<file path="src/rtl/pkd_simd_pkg.sv">
`timescale 1ns/1ps
package pkd_simd_pkg;
   typedef enum logic [1:0] {
      ESZ_8  = 2'b00,
      ESZ_16 = 2'b01,
      ESZ_32 = 2'b10,
      ESZ_64 = 2'b11
   } esz_e;

   typedef enum logic [1:0] {
      FN_ADD  = 2'b00,
      FN_SUB  = 2'b01,
      FN_CMP  = 2'b10,
      FN_CMP2 = 2'b11
   } fn_e;

   // number of byte segments grouped into one element for a size code
   function automatic int unsigned seg_per_elem(input logic [1:0] sz);
      return 32'd1 << sz;
   endfunction
endpackage

</file>
<file path="src/rtl/pkd_seg_cut.sv">
`timescale 1ns/1ps
// Decodes which segment boundaries (1..NSEG-1) start a new element.
module pkd_seg_cut #(
   parameter int NSEG = 8
) (
   input  logic [1:0]      elem_sz,
   output logic [NSEG-1:1] cut
);
   import pkd_simd_pkg::*;

   always_comb begin
      int unsigned span;
      span = seg_per_elem(elem_sz);
      for (int i = 1; i < NSEG; i++) begin
         cut[i] = ((i & (span - 1)) == 0);
      end
   end
endmodule

</file>
<file path="src/rtl/pkd_lane_adder.sv">
`timescale 1ns/1ps
// Segmented ripple adder: each segment takes its carry either from the
// segment below or, at an element boundary, from the subtract flag.
module pkd_lane_adder #(
   parameter int NSEG  = 8,
   parameter int SEG_W = 8,
   localparam int W    = NSEG * SEG_W
) (
   input  logic [W-1:0]    a,
   input  logic [W-1:0]    b,
   input  logic            sub,
   input  logic [NSEG-1:1] cut,
   output logic [W-1:0]    sum
);
   logic [NSEG-1:0] cin;
   logic [NSEG-2:0] cout;

   genvar g;
   generate
      for (g = 0; g < NSEG; g++) begin : g_seg
         logic [SEG_W-1:0] bx;
         assign bx = b[g*SEG_W +: SEG_W] ^ {SEG_W{sub}};

         if (g == 0) begin : g_first
            assign cin[g] = sub;
         end else begin : g_rest
            assign cin[g] = cut[g] ? sub : cout[g-1];
         end

         if (g < NSEG - 1) begin : g_carry
            logic [SEG_W:0] wide;
            assign wide = {1'b0, a[g*SEG_W +: SEG_W]} + {1'b0, bx}
                        + {{SEG_W{1'b0}}, cin[g]};
            assign sum[g*SEG_W +: SEG_W] = wide[SEG_W-1:0];
            assign cout[g] = wide[SEG_W];
         end else begin : g_top
            assign sum[g*SEG_W +: SEG_W] = a[g*SEG_W +: SEG_W] + bx
                                          + {{(SEG_W-1){1'b0}}, cin[g]};
         end
      end
   endgenerate
endmodule

</file>
<file path="src/rtl/pkd_eq_mask.sv">
`timescale 1ns/1ps
// Per-element equality mask: a segment is all ones when every segment of
// its element compares equal.
module pkd_eq_mask #(
   parameter int NSEG  = 8,
   parameter int SEG_W = 8,
   localparam int W    = NSEG * SEG_W
) (
   input  logic [W-1:0] a,
   input  logic [W-1:0] b,
   input  logic [1:0]   elem_sz,
   output logic [W-1:0] mask
);
   import pkd_simd_pkg::*;

   logic [NSEG-1:0] seg_eq;

   genvar g;
   generate
      for (g = 0; g < NSEG; g++) begin : g_eq
         assign seg_eq[g] = (a[g*SEG_W +: SEG_W] == b[g*SEG_W +: SEG_W]);
      end
   endgenerate

   always_comb begin
      int unsigned span;
      int unsigned base;
      logic        all_eq;
      span = seg_per_elem(elem_sz);
      for (int i = 0; i < NSEG; i++) begin
         base   = i & ~(span - 1);
         all_eq = 1'b1;
         for (int j = 0; j < NSEG; j++) begin
            if (j >= base && j < base + span) all_eq = all_eq & seg_eq[j];
         end
         mask[i*SEG_W +: SEG_W] = {SEG_W{all_eq}};
      end
   end
endmodule

</file>
<file path="src/rtl/pkd_simd_alu.sv">
`timescale 1ns/1ps
module pkd_simd_alu #(
   parameter int DATA_W = 64,
   parameter int BASE_W = 8
) (
   input  logic              clk,
   input  logic              rst_n,
   input  logic [DATA_W-1:0] opnd_a,
   input  logic [DATA_W-1:0] opnd_b,
   input  logic [1:0]        elem_sz,
   input  logic [1:0]        func_sel,
   output logic [DATA_W-1:0] result
);
   import pkd_simd_pkg::*;

   localparam int NSEG = DATA_W / BASE_W;

   generate
      if (BASE_W < 1) begin : g_bad_base
         $error("pkd_simd_alu: BASE_W must be positive");
      end
      if (DATA_W != 8 * BASE_W) begin : g_bad_width
         $error("pkd_simd_alu: DATA_W must hold exactly eight base segments");
      end
   endgenerate

   logic [NSEG-1:1]   cut;
   logic [DATA_W-1:0] arith;
   logic [DATA_W-1:0] eq_mask;
   logic [DATA_W-1:0] nxt;
   logic              is_sub;
   logic              is_cmp;

   assign is_sub = (func_sel == FN_SUB);
   assign is_cmp = func_sel[1];

   pkd_seg_cut #(.NSEG(NSEG)) u_cut (
      .elem_sz (elem_sz),
      .cut     (cut)
   );

   pkd_lane_adder #(.NSEG(NSEG), .SEG_W(BASE_W)) u_add (
      .a   (opnd_a),
      .b   (opnd_b),
      .sub (is_sub),
      .cut (cut),
      .sum (arith)
   );

   pkd_eq_mask #(.NSEG(NSEG), .SEG_W(BASE_W)) u_eq (
      .a       (opnd_a),
      .b       (opnd_b),
      .elem_sz (elem_sz),
      .mask    (eq_mask)
   );

   assign nxt = is_cmp ? eq_mask : arith;

   always_ff @(posedge clk or negedge rst_n) begin
      if (!rst_n) result <= '0;
      else        result <= nxt;
   end
endmodule

</file>
<file path="config.mk">
export PLATFORM = sky130hd
export DESIGN_NAME = pkd_simd_alu
export DESIGN_NICKNAME = d
export VERILOG_FILES = /design/src/rtl/pkd_simd_pkg.sv /design/src/rtl/pkd_seg_cut.sv /design/src/rtl/pkd_lane_adder.sv /design/src/rtl/pkd_eq_mask.sv /design/src/rtl/pkd_simd_alu.sv
export SDC_FILE = /design/constraint.sdc
export NUM_CORES = 1
export LEC_CHECK = 0
export BUFFER_PORTS_ARGS = -buffer_cell sky130_fd_sc_hd__buf_2
export CAP_MARGIN = 25
export CORE_UTILIZATION = 40
export DETAILED_ROUTE_END_ITERATION = 10
export PLACE_DENSITY = 0.79
export SLEW_MARGIN = 20
export SYNTH_ARGS = -nofsm -noshare
export SYNTH_HDL_FRONTEND = slang
export SYNTH_SLANG_ARGS = --single-unit
export TNS_END_PERCENT = 5
</file>
<file path="constraint.sdc">
create_clock -name clk -period 0.8 [get_ports clk]
set_input_delay 0.12 -clock clk [delete_from_list [all_inputs] [get_ports clk]]
set_output_delay 0.12 -clock clk [all_outputs]
set_load 0.05 [all_outputs]
</file>
== Yosys cells after proc, flatten, opt, wreduce, memory -nomap -nowiden ==
Cells that the tools add are included.

* Bits in registers: 64
* Word-level logic and storage cells: 355

* Reductions and logical operators: 63
* Add/subtract/negate cells: 24
* Shift-type cells: 1
* Mux-type cells: 72
* Bitwise gates (word level): 65
* $lt $le $gt $ge: 120
* Equal/unequal tests: 9

{| class="wikitable"
|+ Operator list
! kind !! count
|-
| $lt A3 B32 Y1 const A || 32
|-
| $lt A1 B32 Y1 const A || 16
|-
| $lt A2 B32 Y1 const A || 16
|-
| $logic_not A32 Y1 || 7
|-
| $add A3 B32 Y32 || 4
|-
| $mux W1 || 71
|-
| $add A2 B32 Y32 || 2
|-
| $eq A8 B8 Y1 || 8
|-
| $mux W64 || 1
|-
| $xor A8 B8 Y8 || 8
|-
| $add A8 B8 Y9 || 7
|-
| $add A9 B1 Y9 || 7
|-
| $and A1 B1 Y1 || 56
|-
| $logic_and A1 B1 Y1 || 56
|-
| $ge A3 B3 Y1 const A || 16
|-
| $add A1 B32 Y32 || 1
|-
| $shl A1 B2 Y32 const A || 1
|-
| $ge A1 B3 Y1 const A || 8
|-
| $ge A2 B3 Y1 const A || 8
|-
| $ge A3 B2 Y1 const A || 8
|-
| $ge A3 B1 Y1 const A || 4
|-
| $add A8 B1 Y8 || 1
|-
| $add A8 B8 Y8 || 1
|-
| $ge A1 B2 Y1 const A || 4
|-
| other kinds (6) || 11
|}

== Longest topological paths before layout ==
* Depth in word-level cells: 22
* Depth in mapped cells: 69
* Depth with buffers taken out: 65

== Cells and area by module ==
From an unflattened synthesis, not the netlist that was laid out.

* Cells, all modules: 752
* Area total of the unflattened synthesis: 7429.6 µm²

{| class="wikitable"
|+ By module, submodules not included
! module !! cells an instance !! area each (µm²) !! seq. area each (µm²) !! times used
|-
| pkd_lane_adder || 398 || 3201.8 || 0.0 || 1
|-
| pkd_simd_alu || 136 || 2585.0 || 1601.5 || 1
|-
| pkd_eq_mask || 211 || 1605.3 || 0.0 || 1
|-
| pkd_seg_cut || 7 || 37.5 || 0.0 || 1
|}

== Least setup slack after synthesis ==
No wires, ideal clock.

* Path kind: input to register
* Start: input port func_sel[1]
* End: register result[62]
* Cell stages on the path: 69
* Data arrival time: 13981 ps
* Path buffers: 4
* Library setup time: 135 ps
* Path slack: -13315 ps
* Path through: buf_2 nand2b_1 clkbuf_1 clkbuf_1 buf_2 xnor2_1 fa_1 a21o_1 a21oi_1 o21bai_1 a21oi_1 o21ai_0 o311a_1 fa_1 fa_1 a21o_1 a21oi_1 o21bai_1 [33 not listed] o21ai_0 a32oi_1 fa_1 fa_1 a21o_1 a21oi_1 o21ai_0 o211a_1 o21ai_0 a21boi_0 fa_1 fa_1 a21o_1 a21oi_1 o21bai_1 a21oi_1 xor2_1 o21ai_0

* Longest elaborated chain between the ends: 19
* Elaborated cells on any way between the ends: 33

{| class="wikitable"
|+ RTL lines
! item !! line !! text
|-
| start, declared || pkd_simd_alu.sv:11 || <nowiki>input logic [1:0] func_sel,</nowiki>
|-
| $eq A2 B1 Y1 || pkd_simd_alu.sv:34 || <nowiki>assign is_sub = (func_sel == FN_SUB);</nowiki>
|-
| $xor A8 B8 Y8 || pkd_lane_adder.sv:22 || <nowiki>assign bx = b[g*SEG_W +: SEG_W] ^ {SEG_W{sub}};</nowiki>
|-
| $add A8 B8 Y9 || pkd_lane_adder.sv:32 || <nowiki>assign wide = {1'b0, a[g*SEG_W +: SEG_W]} + {1'b0, bx}</nowiki>
|-
| $add A9 B1 Y9 || pkd_lane_adder.sv:33 || <nowiki>+ {{SEG_W{1'b0}}, cin[g]};</nowiki>
|-
| $mux W1 || pkd_lane_adder.sv:27 || <nowiki>assign cin[g] = cut[g] ? sub : cout[g-1];</nowiki>
|-
| $add A9 B1 Y9 || pkd_lane_adder.sv:33 ||
|-
| $mux W1 || pkd_lane_adder.sv:27 ||
|-
| $add A9 B1 Y9 || pkd_lane_adder.sv:33 ||
|-
| [4 not listed] || -- ||
|-
| $mux W1 || pkd_lane_adder.sv:27 ||
|-
| $add A9 B1 Y9 || pkd_lane_adder.sv:33 ||
|-
| $mux W1 || pkd_lane_adder.sv:27 ||
|-
| $add A9 B1 Y9 || pkd_lane_adder.sv:33 ||
|-
| $mux W1 || pkd_lane_adder.sv:27 ||
|-
| $add A8 B1 Y8 || pkd_lane_adder.sv:38 || <nowiki>+ {{(SEG_W-1){1'b0}}, cin[g]};</nowiki>
|-
| $mux W64 * || pkd_simd_alu.sv:57 || <nowiki>assign nxt = is_cmp ? eq_mask : arith;</nowiki>
|-
| net nxt[62] || pkd_simd_alu.sv:30 || <nowiki>logic [DATA_W-1:0] nxt;</nowiki>
|-
| end signal, assigned || pkd_simd_alu.sv:61 || <nowiki>else result <= nxt;</nowiki>
|-
| end, declared || pkd_simd_alu.sv:12 || <nowiki>output logic [DATA_W-1:0] result</nowiki>
|}

The timed path passes the listed nets; every way through them passes the cells marked *.

== Worst setup path in the final report ==
* Start: input port func_sel[1]
* End: register result[60]

The elaborated chain is that of the path after synthesis.

==> results.sh <==
export IMPL_status="finished with violations"
export IMPL_grt_max_degree=74
export IMPL_cp_num_buf_inv=4
export IMPL_slew_headroom_pct=44.9
export IMPL_cts_buffers=9
export IMPL_yosysWarnings=0
export IMPL_synthTopCellsByArea="dfrtp_1 (26%), ha_1 (13%), xnor2_1 (12%)"
export IMPL_grt_first_pass_wirelength_mm=39.0
export IMPL_syn_nets=865
export IMPL_min_period_ns=12.29
export IMPL_crit_top_cell="fa_2"
export IMPL_vias=7380
export IMPL_p_leak_nw=5.83
export IMPL_grt_remaining_overflow=0
export IMPL_fmax_mhz=81.4
export IMPL_place_inst=1266
export IMPL_post_drt_wl_per_cell_um=17.4
export IMPL_async_flop_share_pct=100
export IMPL_drt_total_wl_mm=24.5
export IMPL_top_register="result"
export IMPL_cp_max_fo=4
export IMPL_fin_cells=1412
export IMPL_drcViolationCount=0
export IMPL_ys_seq_area_share_pct=26.1
export IMPL_ir_drop_v=0.00160
export IMPL_die_area_um2=15800
export IMPL_hpwlAfterDp_mm=14.9
export IMPL_synth_top_area_cell="dfrtp_1"
export IMPL_rows=44
export IMPL_hold_class="in -> reg"
export IMPL_synth_area_um2=6140
export IMPL_hold_violations=0
export IMPL_critPathArrivalTime_ns=12.48
export IMPL_ys_flop_type="dfrtp_1"
export IMPL_syn_instance_count=652
export IMPL_worst_setup_path_type="in -> reg"
export IMPL_rsz0062_at_grt="yes"
export IMPL_htree_levels=3
export IMPL_startpoint_type="primary input"
export IMPL_tightest_slew_ns=0.827
export IMPL_fp_dieW_um=126
export IMPL_ys_top_cells_by_count="xnor2_1 (87), xor2_1 (86), dfrtp_1 (64), ha_1 (64), o21ai_0 (61)"
export IMPL_initial_utilization_pct=41.6
export IMPL_clockBufferDepth=2
export IMPL_areaGrowthSynthToFinish_pct=83.4
export IMPL_worst_slack_ns=-11.49
export IMPL_synth_top_area_share_pct=26.1
export IMPL_top_regs="result: 64 flops"
export IMPL_fin_nets=1436
export IMPL_syn_area_per_cell_um2=9.41
export IMPL_portBuffers=197
export IMPL_antenna_cells=0
export IMPL_cp_end_kind="register"
export IMPL_n_fill_cell=933
export IMPL_antenna_found_initial=0
export IMPL_violations="negative setup slack"
export IMPL_ant_nets=0
export IMPL_via_per_inst=5.23
export IMPL_drive_gt1_share_pct=54.9
export IMPL_tritoncts="built"
export IMPL_core_area_um2=14800
export IMPL_power_density_nw_per_um2=1860
export IMPL_synth_enable_flop_cells=0
export IMPL_drt_first_pass_iters=5
export IMPL_ys_ff_latch=64
export IMPL_worst_hold_slack_ns=0.282
export IMPL_io_pins=198
export IMPL_cap_viol_max_count=0
export IMPL_clk_pin_slew_worst_paths_ns=0.06
export IMPL_die_h_um=126
export IMPL_fin_crit_sh_pct=1540
export IMPL_largest_reg_flops=64
export IMPL_drt_iter0_markers=398
export IMPL_synth_most_common_cell="xnor2_1"
export IMPL_yosysUniqueCellTypes=49
export IMPL_clock_sinks=64
export IMPL_report_final_slew_viol_count=0
export IMPL_finalSetupViolations=128
export IMPL_cp_slowest_stage_delay_ns=0.39
export IMPL_grt_pass1_vias=8003
export IMPL_globalRouteTotalUtil_pct=31.6
export IMPL_cp_slowest_cell="fa_2"
export IMPL_utilization_pct=76.3
export IMPL_clock_root_buffer="clkbuf_16"
export IMPL_globalplace_congestion=0.900
export IMPL_cp_data_required_time_ns=0.99
export IMPL_critPathTopFamily="compound AO/OA/AOI/OAI gates"
==> per-layer routing <==
metal  share of wire, %  routed length, um  vias to the layer above  track usage, %
li1                   -                  -                     3414               -
met1                 37               9020                     3512            32.7
met2                 52              12800                      324            57.9
met3                4.8               1170                      130            6.16
met4                6.2               1530                        0            21.8
met5                  0                  0                        -               0
==> metrics by stage <==
step	total power, mW	setup WS [ns]	area, um2	setup TNS, ns
floorplan	9.88	-11.44	6310	-386.06
global placement	13.2	-11.20	9330	-375.80
detailed placement	13.4	-11.53	9330	-385.01
CTS	20.1	-11.00	11100	-377.38
global route	21.9	-11.96	11300	-417.73
finish	20.9	-11.49	11300	-399.84
==> kinds of logic (layout without fill, tap and decap cells) <==
kind of cell | after synthesis | count (layout) | share of synthesized area [%]
AOI/OAI and AO/OA | 178 | 178 | 19.5
xor gates and xnor gates | 173 | 173 | 24.7
and+or+nand+nor | 102 | 102 | 8.28
adders and majority gates | 79 | 79 | 17.9
DFF | 64 | 64 | 26.1
buffers and inverters | 56 | 632 | 3.53
==> placed cells by master (no fill, tap or decap), drive strengths merged, types with 2 or more instances in the layout <==
cell     Yosys  layout
dfrtp       64      64
o21bai      11      11
o311a        4       4
a22oi        4       4
fa          15      15
nor2        25      25
a31oi        2       2
o31ai        3       3
ha          64      64
nand4        3       3
a21boi       3       3
a21o        16      16
o41ai        8       8
a211oi       2       2
a21oi       30      30
nand2       35      35
nor4        16      16
clkbuf      12      11
o21ai       82      82
inv         37      37
xor2        86      86
clkinv       1       4
nor3        11      11
or3          2       2
o211a        2       2
o2111ai      5       5
nand2b       3       3
buf          6     577
xnor2       87      87
==> final timing paths <==
path / start / to / slack [ns] / cells after the start
max in group asynchronous: rst_n / result[32] / 0.28 / 3
min in group asynchronous: rst_n / result[4] / 0.31 / 3
worst min-delay path: opnd_a[24] / result[24] / 0.28 / 4
worst max-delay path: func_sel[1] / result[60] / -11.49 / 67
==> timing repair <==
action	4_1_cts	5_1_grt
pin swaps	33	13
gates resized for setup	163	26
endpoints found under the hold margin	64	0
hold buffers	1	0
setup buffers	119	10
endpoints found under the setup margin	128	128
==> where the power goes <==
| group | switching (mW) | total (mW) | internal (mW) |
|---|---|---|---|
| registers | 0.328 | 4.20 | 3.87 |
| logic | 6.54 | 12.7 | 6.19 |
| clock network | 1.52 | 4.01 | 2.49 |
| total | 8.39 | 20.9 | 12.5 |
==> area by class of cell <==
type,instances,area (um2),area share [%]
Clock buffer,11,243,2.16
Clock inverter,5,56.3,0.500
Inverter,38,143,1.27
Multi-Input combinational cell,532,4640,41.2
Sequential cell,64,1600,14.2
Tap cell,184,230,2.04
Timing Repair Buffer,578,4340,38.6
Note: power is estimated with default switching activity, not from simulation.
